`src/rtl/sup_delay_timer.sv`:
```
module sup_delay_timer #(
  parameter int               DLY_W       = 16,
  parameter bit               USE_PARAM   = 1'b1,
  parameter logic [DLY_W-1:0] CONST_DELAY = 150
) (
  input  logic             clk,
  input  logic             rst_n,
  input  logic             tick_1ms,
  input  logic             stop_i,
  input  logic             start_i,
  input  logic             start_nr_i,
  input  logic             start_exp_i,
  input  logic             start_stp_i,
  input  logic             delay_i,
  input  logic [DLY_W-1:0] delay_param_i,
  output logic             running_o,
  output logic             expired_o,
  output logic             stopped_o
);

  typedef enum logic [1:0] {ST_STOP = 2'd0, ST_RUN = 2'd1, ST_EXP = 2'd2} st_t;

  st_t              st, st_nxt;
  logic [DLY_W-1:0] cnt, cnt_nxt;
  logic             stop_q, dly_q;

  wire             stop_rise = stop_i & ~stop_q;
  wire             dly_rise  = delay_i & ~dly_q;
  wire             dly_fall  = ~delay_i & dly_q;
  wire [DLY_W-1:0] dly_eff   = USE_PARAM ? delay_param_i : CONST_DELAY;
  wire [DLY_W:0]   cnt_inc   = {1'b0, cnt} + 1'b1;
  wire             reach     = cnt_inc >= {1'b0, dly_eff};

  always_comb begin
    st_nxt  = st;
    cnt_nxt = cnt;
    if (stop_rise) begin
      st_nxt = ST_STOP; cnt_nxt = '0;
    end else if (start_i) begin
      st_nxt = ST_RUN;  cnt_nxt = '0;
    end else if (dly_fall) begin
      st_nxt = ST_STOP; cnt_nxt = '0;
    end else if ((dly_rise || start_nr_i) && st != ST_RUN) begin
      st_nxt = ST_RUN;  cnt_nxt = '0;
    end else if (start_exp_i && st == ST_EXP) begin
      st_nxt = ST_RUN;  cnt_nxt = '0;
    end else if (start_stp_i && st == ST_STOP) begin
      st_nxt = ST_RUN;  cnt_nxt = '0;
    end else if (st == ST_RUN && tick_1ms) begin
      if (reach) st_nxt = ST_EXP;
      else       cnt_nxt = cnt_inc[DLY_W-1:0];
    end
  end

  always_ff @(posedge clk or negedge rst_n) begin
    if (!rst_n) begin
      st     <= ST_STOP;
      cnt    <= '0;
      stop_q <= 1'b0;
      dly_q  <= 1'b0;
    end else begin
      st     <= st_nxt;
      cnt    <= cnt_nxt;
      stop_q <= stop_i;
      dly_q  <= delay_i;
    end
  end

  assign running_o = (st == ST_RUN);
  assign expired_o = (st == ST_EXP);
  assign stopped_o = (st == ST_STOP);


  start_hold_chk: assert property (@(posedge clk) disable iff (!rst_n)
    (start_i && !stop_rise) |=> (running_o && cnt == '0));


  stop_edge_chk: assert property (@(posedge clk) disable iff (!rst_n)
    stop_rise |=> stopped_o);


  expire_entry_chk: assert property (@(posedge clk) disable iff (!rst_n)
    $rose(expired_o) |-> $past(running_o));


  nr_ignored_chk: assert property (@(posedge clk) disable iff (!rst_n)
    (running_o && start_nr_i && !stop_rise && !start_i && !dly_fall && !tick_1ms)
      |=> (running_o && $stable(cnt)));


  exp_only_chk: assert property (@(posedge clk) disable iff (!rst_n)
    (stopped_o && start_exp_i && !start_i && !start_nr_i && !start_stp_i && !dly_rise)
      |=> stopped_o);


  dly_fall_chk: assert property (@(posedge clk) disable iff (!rst_n)
    (dly_fall && !stop_rise && !start_i) |=> stopped_o);

endmodule

```
`config.mk`:
```
export PLATFORM = sky130hd
export DESIGN_NAME = sup_delay_timer
export DESIGN_NICKNAME = d
export VERILOG_FILES = /design/src/rtl/sup_delay_timer.sv
export SDC_FILE = /design/constraint.sdc
export NUM_CORES = 1
export LEC_CHECK = 0
export ABC_AREA = 1
export BUFFER_PORTS_ARGS = -buffer_cell sky130_fd_sc_hd__buf_2
export CAP_MARGIN = 20
export CORE_MARGIN = 5
export CORE_UTILIZATION = 55
export DETAILED_ROUTE_END_ITERATION = 10
export GPL_ROUTABILITY_DRIVEN = 0
export GPL_TIMING_DRIVEN = 0
export HOLD_SLACK_MARGIN = 0.06
export PLACE_DENSITY_LB_ADDON = 0.2
export SYNTH_ARGS = -nofsm -noshare
export SYNTH_HDL_FRONTEND = slang
export SYNTH_SLANG_ARGS = --single-unit
```
`constraint.sdc`:
```
create_clock -name clk -period 3.1 [get_ports clk]
set_input_delay 0.62 -clock clk [delete_from_list [all_inputs] [get_ports clk]]
set_output_delay 0.62 -clock clk [all_outputs]
set_load 0.02 [all_outputs]
```
==> qor.yml, run 1 <==
run_status:
  status: "completed"
drt:
  post_drt_wl_per_cell_um: 12.39
  vias_per_cell: 5.025
  route.detailed.drc: 0
  drt_first_pass_iters: 4
  drt_iter0_markers: 103
  antenna_left: 0
  vias: 1809
  routed_wirelength_um: 4459
synth:
  synthCells: 281
  post_synth.cell_area_avg_um2: 6.799
  ys_types: 29
  synth-seq-cells: 20
  yosysWarnings: 0
  netlist_area_um2: 1911
  syn_nets: 323
  synth_seq_area_share_pct: 26.20
grt:
  grt_max_degree: 21
  antenna_found_initial: 0
  grt_pass1_vias: 1632
  grt_pass1_wl_um: 7314
  grt_use_total_pct: 20.65
  globalRouteOverflowTotal: 0
placed_design:
  portBuffers: 27
  hpwl_um: 3458
  placed_area_um2: 2103
floorplanning:
  dieArea_um2: 4753
  num_rows: 21
  pin_count: 28
  core_area_um2: 3363
  fp.dieW_um: 68.94
  die_height_um: 68.94
  start_util_pct: 56.81
sta:
  setup_viol: 0
  grt_setup_unrepaired: "no"
  slew_violations: 0
  period_share_pct: 88.74
  whs_ns: 0.2520
  finalSetupTns_ns: 0
  relSlewSlack_pct: 67.77
  period_needed_ns: 2.751
  fmax_mhz: 363.5
  fin_skew_ns: 0.004070
  finalHoldViolations: 0
  tightest_slew_ns: 0.4835
cells_and_area:
  final_util_pct: 64.88
  final_common_cell: "nand2_1"
  drive_above_1_share_pct: 19.75
  fin_area_um2: 2182
  final_cell_mix: "75 x nand2_1, 51 x inv_1, 28 x buf_2, 27 x nor2_1, 25 x nand3_1"
  nets: 357
  diodes: 0
  n_fill_cell: 340
  multi_input_area_um2: 1166
  regArea_um2: 501.7
  syn_to_final_growth_pct: 14.21
setup_path:
  path_cells: "ha_2 > nand2_1 > nor2_2 > nand2_4 > nor2_2 > nand2_1 > xor2_1 > inv_1 > ha_1 > nand2_1 > nand2_1 > a21oi_1 > nand3_2 > nor2_4 > nand3_4 > buf_6 > nand3_1 > nand2_1"
  crit_buf_inv: 2
  end_kind: "flop"
  crit_fanout: 10
  max_stage_delay_ns: 0.40
  critPathKind: "flop to flop"
  crit_top_cell: "nand2_1"
  path_delay_family: "simple AND/OR/NAND/NOR gates"
  worst-path-stages: 18
  cp.required_ns: 3.31
  slowest_stage: "dfrtp_2"
  worstPathArrival_ns: 2.96
  startpoint_type: "flop"
  r2r_cells: 18
power_and_ir_drop:
  power_density_nw_per_um2: 274.5
  p_comb_share_pct: 18.5
  ir_drop_uv: 246.3
  internal_power_mw: 0.4357
  cellLeakagePower_nw: 1.385
  p_sw_share_pct: 27.27
  pwr-share-clk_pct: 36.7
  switchingPower_mw: 0.1634
  seqPwrFrac_pct: 44.8
clock_network:
  cts_hold_buf: 0
  cts_buffers: 3
  clockRootBuffer: "clkbuf_4"
  cts_tree: "built"
  cts.sinks: 20
  clock_path_buffers: 2
  clk_pin_slew_ns: 0.13
  clk_latency_ns: 0.31
  htreeDepth: 1
run:
  drv_cap: 0
min_path:
  min_path_type: "input pin to async pin"
## cells by family (layout without fill, tap and decap cells)
family	count (synthesis)	count (layout)	synth area share, %
adders and majority gates	17	17	11.13
DFF	20	20	26.20
buffers and inverters	60	93	13.29
and+or+nand+nor	166	166	42.17
AOI/OAI and AO/OA	7	7	2.161
xor gates and xnor gates	11	11	5.042
## worst paths after layout
check                        from       to  slack, ns
hold reg to reg            cnt[1]   cnt[1]       0.56
min in group clk           stop_i   stop_q       0.42
setup / recovery           cnt[0]  cnt[13]       0.35
max in group asynchronous   rst_n   cnt[0]       2.50
hold / removal              rst_n   cnt[9]       0.25
setup reg to reg           cnt[0]  cnt[13]       0.35
## power by group through the flow
stage / Sequential (mW) / Combinational (mW) / Clock, mW
after floorplan: 0.273 / 0.0685 / 0
after global placement: 0.274 / 0.107 / 0
after detailed placement: 0.274 / 0.109 / 0
after CTS: 0.269 / 0.110 / 0.220
after global routing: 0.270 / 0.124 / 0.232
final: 0.269 / 0.111 / 0.220
## synthesized netlist by cell type
library cell	number	area share, %
nand2_1	75	15
inv_1	51	10
nor2_1	30	5.9
nand3_1	25	6.5
dfrtp_1	20	26
nand4_1	18	5.9
ha_1	17	11
xor2_1	10	4.6
a21oi_1	5	1.3
buf_4	3	1.2
nand3_2	3	1.6
nor2_4	3	1.8
buf_6	2	1.2
nand2_2	2	0.65
nand2_4	2	1.2
nor2_2	2	0.65
a21boi_0	1	0.39
a31o_2	1	0.46
and2_1	1	0.33
and3_1	1	0.33
buf_2	1	0.26
clkbuf_1	1	0.20
clkinv_2	1	0.26
inv_2	1	0.20
nand3_4	1	0.92
nand3b_2	1	0.59
nor3_1	1	0.26
nor3_4	1	0.85
xnor2_1	1	0.46
## worst register-to-register path, cell delays in order (launching register included)
cell and delay (ns):
dfrtp_2 0.40, ha_2 0.22, nand2_1 0.08, nor2_2 0.13, nand2_4 0.10, nor2_2 0.12, nand2_1 0.07, xor2_1 0.12
inv_1 0.09, ha_1 0.29, nand2_1 0.07, nand2_1 0.05, a21oi_1 0.19, nand3_2 0.13, nor2_4 0.16, nand3_4 0.13
buf_6 0.19, nand3_1 0.06, nand2_1 0.06
## registers in the layout, indices dropped and copies added, names as in the netlist
register and cells:
cnt 16, stop_q 1, st 2, dly_q 1
## per-layer routing
| layer | GRT usage (%) | part of all wire (%) | vias up |
|---|---|---|---|
| met5 | 0 | 0 | - |
| met4 | 2.433 | 0.47 | 0 |
| met3 | 3.566 | 5.3 | 2 |
| met2 | 35.48 | 49 | 47 |
| met1 | 27.83 | 45 | 811 |
| li1 | - | - | 949 |
## timing repair
item                       CTS  global route
setup endpoints to repair    0            18
resized for setup            0             5
setup buffers                0             2
## final cells by class
| class | instances | share of cell area (%) |
|---|---|---|
| buffer | 7 | 2.466 |
| clock buffer | 3 | 1.032 |
| clock inverter | 1 | 1.376 |
| inverter | 53 | 9.174 |
| multi-input combinational | 201 | 53.44 |
| sequential | 20 | 22.99 |
| tap | 46 | 2.638 |
| timing repair buffer | 29 | 6.881 |
## metrics by stage
step	std cells	power (mW)	worst slack, ns
after floorplan	281	0.3412	0.5383
after global placement	354	0.3809	0.2202
after detailed placement	354	0.3833	0.1661
after CTS	358	0.5986	0.1172
after global routing	360	0.6255	0.05480
final	360	0.5991	0.3489
Power figures use the tool's default switching activity.
==> run 2: changes to the inputs <==
--- a/config.mk
+++ b/config.mk
@@ -9,7 +9,7 @@
 export BUFFER_PORTS_ARGS = -buffer_cell sky130_fd_sc_hd__buf_2
 export CAP_MARGIN = 20
 export CORE_MARGIN = 5
-export CORE_UTILIZATION = 55
+export CORE_UTILIZATION = 30
 export DETAILED_ROUTE_END_ITERATION = 10
 export GPL_ROUTABILITY_DRIVEN = 0
 export GPL_TIMING_DRIVEN = 0
==> qor.yml, run 2 (same netlist as run 1, synthesis figures left out) <==
grt:
  grt_pass1_wl_um: 8245
  globalRouteOverflowTotal: 0
  grt_use_total_pct: 12.01
  antenna_found_initial: 0
  grt_max_degree: 21
  grt_pass1_vias: 1769
clock_network:
  clock_path_buffers: 2
  cts_buffers: 3
  cts_tree: "built"
  clk_latency_ns: 0.26
  cts_hold_buf: 0
  htreeDepth: 1
  clockRootBuffer: "clkbuf_8"
  clk_pin_slew_ns: 0.08
  cts.sinks: 20
floorplanning:
  fp.dieW_um: 89.81
  dieArea_um2: 8065
  die_height_um: 89.81
  core_area_um2: 6277
  num_rows: 29
  pin_count: 28
  start_util_pct: 30.44
sta:
  finalSetupTns_ns: 0
  period_needed_ns: 2.806
  setup_ws_ns: 0.2935
  finalHoldViolations: 0
  tightest_slew_ns: 0.4904
  period_share_pct: 90.53
  slew_violations: 0
  fin_skew_ns: 0.005075
  grt_setup_unrepaired: "no"
  setup_viol: 0
  relSlewSlack_pct: 67.30
  fmax_mhz: 356.3
power_and_ir_drop:
  ir_drop_uv: 133.7
  power_density_nw_per_um2: 288.8
  cellLeakagePower_nw: 1.391
cells_and_area:
  top_regs: "cnt (16), st (2)"
  largest_register_ffs: 16
  largest_register: "cnt"
  final_cell_mix: "75 x nand2_1, 51 x inv_1, 28 x buf_2, 27 x nor2_1, 25 x nand3_1"
  fin_area_um2: 2230
  nets: 356
  final_util_pct: 35.52
  final_common_cell: "nand2_1"
  drive_above_1_share_pct: 19.17
  syn_to_final_growth_pct: 16.70
  fin_cells: 390
  diodes: 0
setup_path:
  r2r_cells: 18
  r2r_slack_ns: 0.29
  critPathKind: "flop to flop"
  r2r_end: "cnt[8]"
  critPathCapture: "cnt[8]"
  startpoint_type: "flop"
  reg2reg_from: "cnt[0]"
  cp.required_ns: 3.26
  startpoint: "cnt[0]"
  end_kind: "flop"
  worstPathArrival_ns: 2.96
  crit_fanout: 10
drt:
  antenna_left: 0
  routed_wirelength_um: 4602
  drt_iter0_markers: 95
  route.detailed.drc: 0
  post_drt_wl_per_cell_um: 11.80
  drt_first_pass_iters: 6
  vias_per_cell: 4.487
  vias: 1750
placed_design:
  hpwl_um: 3707
  placed_area_um2: 2142
  portBuffers: 27
  place_inst: 385
  pre_cts_ws_ns: 0.1357
run_status:
  status: "completed"
run:
  drv_cap: 0
min_path:
  min_path_type: "input pin to async pin"
run 2: what timing repair did:
action	CTS	global route
setup buffers	0	1
hold endpoints to repair	0	0
setup endpoints to repair	0	18
resized for setup	0	4
run 2: where the power goes:
group	internal (mW)	switching (mW)	leakage, nW
Sequential	0.265	0.00385	0.270
Combinational	0.0392	0.0698	1.08
Clock	0.172	0.0940	0.0357
run 2: worst max-delay path, stage by stage (launching register included):
cell,delay [ns]
dfrtp_2,0.41
ha_1,0.22
nand2_1,0.09
nor2_2,0.14
nand2_4,0.10
nor2_2,0.12
nand2_1,0.08
xor2_1,0.13
inv_1,0.09
ha_1,0.29
nand2_1,0.07
nand2_1,0.05
a21oi_1,0.20
nand3_2,0.13
nor2_4,0.16
nand3_4,0.12
buf_6,0.19
nand3_1,0.06
nand2_1,0.05
run 2: routing by layer:
| metal | share of wire (%) | track usage, % |
|---|---|---|
| met2 | 43 | 18.23 |
| met3 | 3.9 | 2.170 |
| met1 | 53 | 18.07 |
| met4 | 0.30 | 1.511 |
| met5 | 0 | 0 |
run 2: how the worst min path moves through the flow:
stage	depth (start not counted)	startpoint	endpoint
2_1_floorplan	0	rst_n	cnt[0]
3_3_place_gp	2	cnt[1]	cnt[1]
3_5_place_dp	2	cnt[1]	cnt[1]
4_1_cts	1	rst_n	cnt[6]
5_1_grt	1	rst_n	cnt[3]
6_report	1	rst_n	cnt[3]
run 2: metrics by stage:
step | power, mW | hold WS [ns]
after floorplan | 0.3412 | 0.3244
after global placement | 0.3846 | 0.5306
after detailed placement | 0.3844 | 0.5358
after CTS | 0.6539 | 0.3227
after global routing | 0.6833 | 0.3410
final | 0.6440 | 0.3101
run 2: area by class of cell:
cell class	count	area [um^2]
well taps	77	96.34
clock inverters	1	30.03
multi-input cells	201	1164
fillers	704	4048
inverters	53	200.2
repair buffers	28	142.6
flip-flops and latches	20	501.7
clock buffers	3	41.29
plain buffers	7	53.80
